<file path="config.mk">
export PLATFORM = sky130hd
export DESIGN_NAME = ppc_crc_check
export DESIGN_NICKNAME = d
export VERILOG_FILES = /design/src/rtl/ppc_pkg.sv /design/src/rtl/ppc_crc_step.sv /design/src/rtl/ppc_sig_match.sv /design/src/rtl/ppc_ctrl.sv /design/src/rtl/ppc_crc_check.sv
export SDC_FILE = /design/constraint.sdc
export NUM_CORES = 1
export LEC_CHECK = 0
export CORE_AREA = 2 2 84 66
export DETAILED_ROUTE_END_ITERATION = 7
export DIE_AREA = 0 0 86 68
export PLACE_DENSITY_LB_ADDON = 0.3
export REMOVE_ABC_BUFFERS = 1
export SETUP_SLACK_MARGIN = 0.02
export SLEW_MARGIN = 30
export SYNTH_ARGS = -nofsm -noshare
export SYNTH_HDL_FRONTEND = slang
export SYNTH_SLANG_ARGS = --single-unit
export TNS_END_PERCENT = 30
</file>
<file path="constraint.sdc">
create_clock -name clk -period 3.07 [get_ports clk]
set_input_delay 0.614 -clock clk [delete_from_list [all_inputs] [get_ports clk]]
set_output_delay 0.614 -clock clk [all_outputs]
set_load 0.03 [all_outputs]
</file>
<file path="src/rtl/ppc_pkg.sv">
package ppc_pkg;
  localparam int CRC_W = 16;
  localparam int DATA_W = 8;
  localparam logic [CRC_W-1:0] CRC_POLY = 16'h8005;
  localparam logic [CRC_W-1:0] CRC_SEED = 16'h4F4E;
  localparam int SIG_LEN = 4;

  typedef enum logic [1:0] {
    RES_NONE = 2'b00,
    RES_PASS = 2'b01,
    RES_SIG  = 2'b10,
    RES_CRC  = 2'b11
  } res_e;

  function automatic logic [DATA_W-1:0] sig_ref(input logic [1:0] idx);
    case (idx)
      2'd0:    sig_ref = 8'h4F;
      2'd1:    sig_ref = 8'h4E;
      2'd2:    sig_ref = 8'h46;
      default: sig_ref = 8'h49;
    endcase
  endfunction
endpackage

</file>
<file path="src/rtl/ppc_crc_step.sv">
module ppc_crc_step #(
  parameter int CRC_W = 16,
  parameter int DATA_W = 8,
  parameter logic [CRC_W-1:0] POLY = 16'h8005
) (
  input  logic [CRC_W-1:0]  crc_i,
  input  logic [DATA_W-1:0] data_i,
  output logic [CRC_W-1:0]  crc_o
);
  logic [CRC_W-1:0] stage [0:DATA_W];
  logic [DATA_W-1:0] fb;

  assign stage[0] = crc_i;

  for (genvar g = 0; g < DATA_W; g++) begin : g_bit
    assign fb[g] = stage[g][CRC_W-1] ^ data_i[DATA_W-1-g];
    assign stage[g+1] = {stage[g][CRC_W-2:0], 1'b0} ^ (fb[g] ? POLY : '0);
  end

  assign crc_o = stage[DATA_W];
endmodule

</file>
<file path="src/rtl/ppc_sig_match.sv">
module ppc_sig_match #(
  parameter int CNT_W = 9,
  parameter int DATA_W = 8
) (
  input  logic              clk,
  input  logic              rst,
  input  logic              clr_i,
  input  logic              en_i,
  input  logic [CNT_W-1:0]  idx_i,
  input  logic [DATA_W-1:0] data_i,
  output logic              bad_o
);
  import ppc_pkg::*;
  localparam logic [CNT_W-1:0] SIG_N = CNT_W'(SIG_LEN);

  logic in_sig;
  logic miss;

  assign in_sig = idx_i < SIG_N;
  assign miss = data_i != sig_ref(idx_i[1:0]);

  always_ff @(posedge clk) begin
    if (rst || clr_i) begin
      bad_o <= 1'b0;
    end else if (en_i && in_sig && miss) begin
      bad_o <= 1'b1;
    end
  end


  sig_clr_chk: assert property (@(posedge clk) disable iff (rst)
    clr_i |=> !bad_o);
endmodule

</file>
<file path="src/rtl/ppc_ctrl.sv">
module ppc_ctrl #(
  parameter int CNT_W = 9,
  parameter int CRC_W = 16,
  parameter int DATA_W = 8,
  parameter logic [CRC_W-1:0] SEED = 16'h4F4E
) (
  input  logic              clk,
  input  logic              rst,
  input  logic              start_i,
  input  logic [CNT_W-1:0]  len_i,
  input  logic              vld_i,
  input  logic [DATA_W-1:0] data_i,
  input  logic [CRC_W-1:0]  crc_next_i,
  input  logic              sig_bad_i,
  output logic [CRC_W-1:0]  crc_q_o,
  output logic              take_o,
  output logic [CNT_W-1:0]  idx_o,
  output logic              done_o,
  output logic [1:0]        result_o
);
  import ppc_pkg::*;

  typedef enum logic [1:0] {S_IDLE, S_BODY, S_LO, S_HI} phase_e;

  phase_e           phase;
  logic [CNT_W-1:0] cnt;
  logic [CNT_W-1:0] len_q;
  logic [DATA_W-1:0] lo_q;
  logic              acc;
  logic [CRC_W-1:0]  stored;

  assign acc = vld_i && !start_i;
  assign take_o = acc && (phase == S_BODY);
  assign idx_o = cnt;
  assign stored = {data_i, lo_q};

  always_ff @(posedge clk) begin
    if (rst) begin
      phase    <= S_IDLE;
      cnt      <= '0;
      len_q    <= '0;
      lo_q     <= '0;
      crc_q_o  <= SEED;
      done_o   <= 1'b0;
      result_o <= RES_NONE;
    end else if (start_i) begin
      phase    <= (len_i == '0) ? S_LO : S_BODY;
      cnt      <= '0;
      len_q    <= len_i;
      crc_q_o  <= SEED;
      done_o   <= 1'b0;
      result_o <= RES_NONE;
    end else if (acc) begin
      case (phase)
        S_BODY: begin
          crc_q_o <= crc_next_i;
          cnt     <= cnt + 1'b1;
          if (cnt == len_q - 1'b1) phase <= S_LO;
        end
        S_LO: begin
          lo_q  <= data_i;
          phase <= S_HI;
        end
        S_HI: begin
          phase  <= S_IDLE;
          done_o <= 1'b1;
          if (sig_bad_i)              result_o <= RES_SIG;
          else if (stored == crc_q_o) result_o <= RES_PASS;
          else                        result_o <= RES_CRC;
        end
        default: ;
      endcase
    end
  end


  verdict_hold_chk: assert property (@(posedge clk) disable iff (rst)
    (done_o && !start_i) |=> (done_o && $stable(result_o)));

  start_clr_chk: assert property (@(posedge clk) disable iff (rst)
    start_i |=> (!done_o && result_o == RES_NONE));

  cnt_range_chk: assert property (@(posedge clk) disable iff (rst)
    (phase == S_BODY) |-> (cnt < len_q));

  verdict_pair_chk: assert property (@(posedge clk) disable iff (rst)
    done_o == (result_o != RES_NONE));
endmodule

</file>
<file path="src/rtl/ppc_crc_check.sv">
module ppc_crc_check #(
  parameter int CNT_W = 9
) (
  input  logic             clk,
  input  logic             rst,
  input  logic             start_i,
  input  logic [CNT_W-1:0] len_i,
  input  logic             byte_vld_i,
  input  logic [7:0]       byte_i,
  output logic             done_o,
  output logic [1:0]       result_o
);
  import ppc_pkg::*;

  logic [CRC_W-1:0] crc_q;
  logic [CRC_W-1:0] crc_next;
  logic             take;
  logic [CNT_W-1:0] idx;
  logic             sig_bad;

  ppc_crc_step #(.CRC_W(CRC_W), .DATA_W(DATA_W), .POLY(CRC_POLY)) u_step (
    .crc_i  (crc_q),
    .data_i (byte_i),
    .crc_o  (crc_next)
  );

  ppc_sig_match #(.CNT_W(CNT_W), .DATA_W(DATA_W)) u_sig (
    .clk    (clk),
    .rst    (rst),
    .clr_i  (start_i),
    .en_i   (take),
    .idx_i  (idx),
    .data_i (byte_i),
    .bad_o  (sig_bad)
  );

  ppc_ctrl #(.CNT_W(CNT_W), .CRC_W(CRC_W), .DATA_W(DATA_W), .SEED(CRC_SEED)) u_ctrl (
    .clk        (clk),
    .rst        (rst),
    .start_i    (start_i),
    .len_i      (len_i),
    .vld_i      (byte_vld_i),
    .data_i     (byte_i),
    .crc_next_i (crc_next),
    .sig_bad_i  (sig_bad),
    .crc_q_o    (crc_q),
    .take_o     (take),
    .idx_o      (idx),
    .done_o     (done_o),
    .result_o   (result_o)
  );
endmodule

</file>
==> summary.txt <==
Setup path
  • Max incr delay on CP: between 0.5 and 0.6 ns
  • Crit path kind: reg2reg
  • Required @ worst endpoint: 3.27 ns
  • R2r worst-path depth: 6
  • CP startpoint kind: flop
  • Crit. End Element: flop
  • Slowest-stage cell, CP: nor4_4
  • Worst Path Max Fanout: 9
  • Critical path data arrival time: approximately 2.6 ns
  • Worst path cell trace: nor4_4 -> mux2_4 -> a221o_1 -> o2111ai_1 -> o41ai_2 -> a22o_1

Clock tree
  • CTS clk-pin slew, worst paths: 0.09 ns
  • Root Buffer: clkbuf_8
  • Longest Clk Path Bufs: 2
  • # hold bufs at CTS: 0
  • CTS-repair resized insts: 0
  • # Post-CTS Setup Buffers: 0
  • Worst-Skew Late Latency: 0.31 ns
  • H-tree levels: 2
  • CTS tree: built
  • Clock sink count: 48
  • TritonCTS Buffers: 5

Routing
  • Via count: ~2100
  • DRT Wirelength: 5796 um
  • DR WL/cell: 15.09 um
  • Vias/cell: approximately 5.6
  • # DRC: 0
  • DRT Pass-1 Iters: 4
  • Initial DRC Count: approximately 160
  • Routed Antenna Nets: 0

Yosys
  • EDFF count, synth: 0
  • Synth area leaders: dfxtp_1 37%, xnor2_1 10%, nand2_1 6.4%
  • Post-synthesis area per instance: ~8.5 um^2
  • Synthesis Warnings: 0
  • Yosys top cell by area: dfxtp_1
  • Post-synthesis cell type count: between 40 and 50
  • Synth Register Bits: 48
  • Yosys top cell area share: 0.3745
  • Async SR Flop Fraction: 0
  • Synth Instances: 302
  • Main synth FF type: dfxtp_1
  • Sequential share of the synthesized area: 0.3745
  • Mapped Area: about 2600 um^2

Floorplanning
  • Cell Rows: 23
  • Die width: 86 um
  • Die height: 68 um
  • Initial Utilization: 0.5038
  • Num ports: 24
  • Die Area: just under 6000 um^2
  • Core area: ~5100 um^2

STA
  • Clock Skew: 0.004577 ns
  • Fin. max-slew vios: 0
  • RSZ-0062 raised after global routing: false
  • Max-slew headroom: 0.5118
  • Worst hold slack: between 0.4 and 0.5 ns
  • Final hold vios: 0
  • Final min period: between 2 and 2.5 ns
  • Final setup violation count: 0
  • Worst setup margin: between 0.6 and 0.7 ns
  • Worst slew pin tran: between 0.7 and 0.8 ns
  • Fin crit share: 0.7901
  • Fmax: 412.2 MHz

Pwr
  • VDD IR max: approximately 0.23 mV
  • Power density of the placed cells: 453.3 nW/um^2
  • P_leak: between 1 and 1.5 nW

GRT
  • Remaining Overflow, GRT: 0
  • Largest net degree at the start of global routing: 20
  • Global-route wire length before repair: around 9600 um
  • Vias in the first global route: between 1500 and 2000
  • Gr usage total: 0.2147
  • Initial antenna violation count: 0

Cells and area
  • Commonest non-fill, non-tap cells in the layout: 48 x dfxtp_1, 44 x nand2_1, 30 x xnor2_1
  • Commonest non-fill, non-tap cell in the layout: dfxtp_1
  • Final antenna diode count: 0
  • Share of cells above drive strength 1: 0.07453
  • Fillers: around 450
  • Nets: approximately 350
  • Area Growth Syn to Fin: 15.94%

Placed design
  • DP HPWL: around 4300 um
  • Gp weighted congestion: 0.8825
  • Pre-CTS setup slack: 0.3480 ns
  • Buffers on Ports: 23

Hold path
  • Hold Path Depth: 2
  • Min-Delay Path Class: reg2reg

Job
  • Max-cap violation count: 0

Run status
  • Outcome: finished, final reports clean
[per-stage QoR]
stage               std cells  cell area, um^2  power (mW)  TNS [ns]  utilization
floorplan                 283             2490      0.8202   -0.3177            -
global placement          376             2864      0.8981         0       0.5623
detailed placement        376             2864      0.9009         0       0.5623
CTS                       384             2975       1.357         0       0.5841
global route              384             2975       1.410         0       0.5841
finish                    384             2975       1.349         0       0.5841
[sequential cells by signal (all words and copies together), names as in the netlist]
signal / cells
u_ctrl.done_o: 1
u_ctrl.phase: 2
u_sig.bad_o: 1
u_ctrl.idx_o: 9
u_ctrl.len_q: 9
u_ctrl.lo_q: 8
u_ctrl.crc_q_o: 16
u_ctrl.result_o: 2
[cells in the mapped netlist, types with 2 or more instances]
| cell type | n |
|---|---|
| a221o_1 | 2 |
| a31oi_1 | 3 |
| dfxtp_1 | 48 |
| ha_1 | 3 |
| mux2i_1 | 10 |
| nor4_1 | 5 |
| o211ai_1 | 6 |
| xnor3_1 | 2 |
| and3_1 | 3 |
| inv_1 | 6 |
| nand3b_1 | 2 |
| nand2_1 | 44 |
| clkbuf_1 | 16 |
| nor2_1 | 29 |
| o21ai_0 | 6 |
| xor2_1 | 14 |
| a211oi_1 | 5 |
| nor4b_1 | 2 |
| nand4_1 | 7 |
| or2_2 | 2 |
| nor3_1 | 7 |
| or3_1 | 3 |
| xnor2_1 | 30 |
| a21oi_1 | 20 |
| nand3_1 | 4 |
[layer usage]
layer,GRT usage,share of wire
met1,0.3230,0.53
met5,0,0
met2,0.2975,0.41
met4,0.08730,0.013
met3,0.04101,0.047
[final timing paths]
check                   from              end  slack [ns]
max          u_ctrl.len_q[0]  u_ctrl.phase[1]        0.64
min            u_ctrl.done_o    u_ctrl.done_o        0.45
max reg2reg  u_ctrl.len_q[0]  u_ctrl.phase[1]        0.64
min reg2reg    u_ctrl.done_o    u_ctrl.done_o        0.45
[worst max-delay path, delay by kind of cell, from the launching register on]
| kind | cells | cell delay [ns] |
|---|---|---|
| flops | 1 | 0.40 |
| compound gates | 4 | 1.00 |
| simple gates | 1 | 0.58 |
| mux | 1 | 0.34 |
[final cells by class]
class,instances,area (um^2),area share
Clock inverter,3,42.54,0.01430
Clock buffer,5,68.82,0.02313
Timing Repair Buffer,31,290.3,0.09756
Sequential cell,48,960.9,0.3230
Inverter,7,26.28,0.008831
Tap cell,62,77.57,0.02607
Multi-Input combinational cell,228,1509,0.5072
[where the power goes]
group | switching (mW) | total [mW] | internal, mW
clock | 0.218 | 0.459 | 0.241
sequential | 0.0217 | 0.659 | 0.637
combinational | 0.111 | 0.231 | 0.120
[cell families after synthesis]
logic type               share of synthesized area
AND/OR/NAND/NOR                             0.2126
AO/OA/AOI/OAI                               0.1365
flip-flops                                  0.3745
XOR/XNOR                                    0.1770
buffers and inverters                      0.03998
multiplexers                               0.04486
adder cells (fa/ha/maj)                    0.01463
Power figures use the tool's default switching activity.
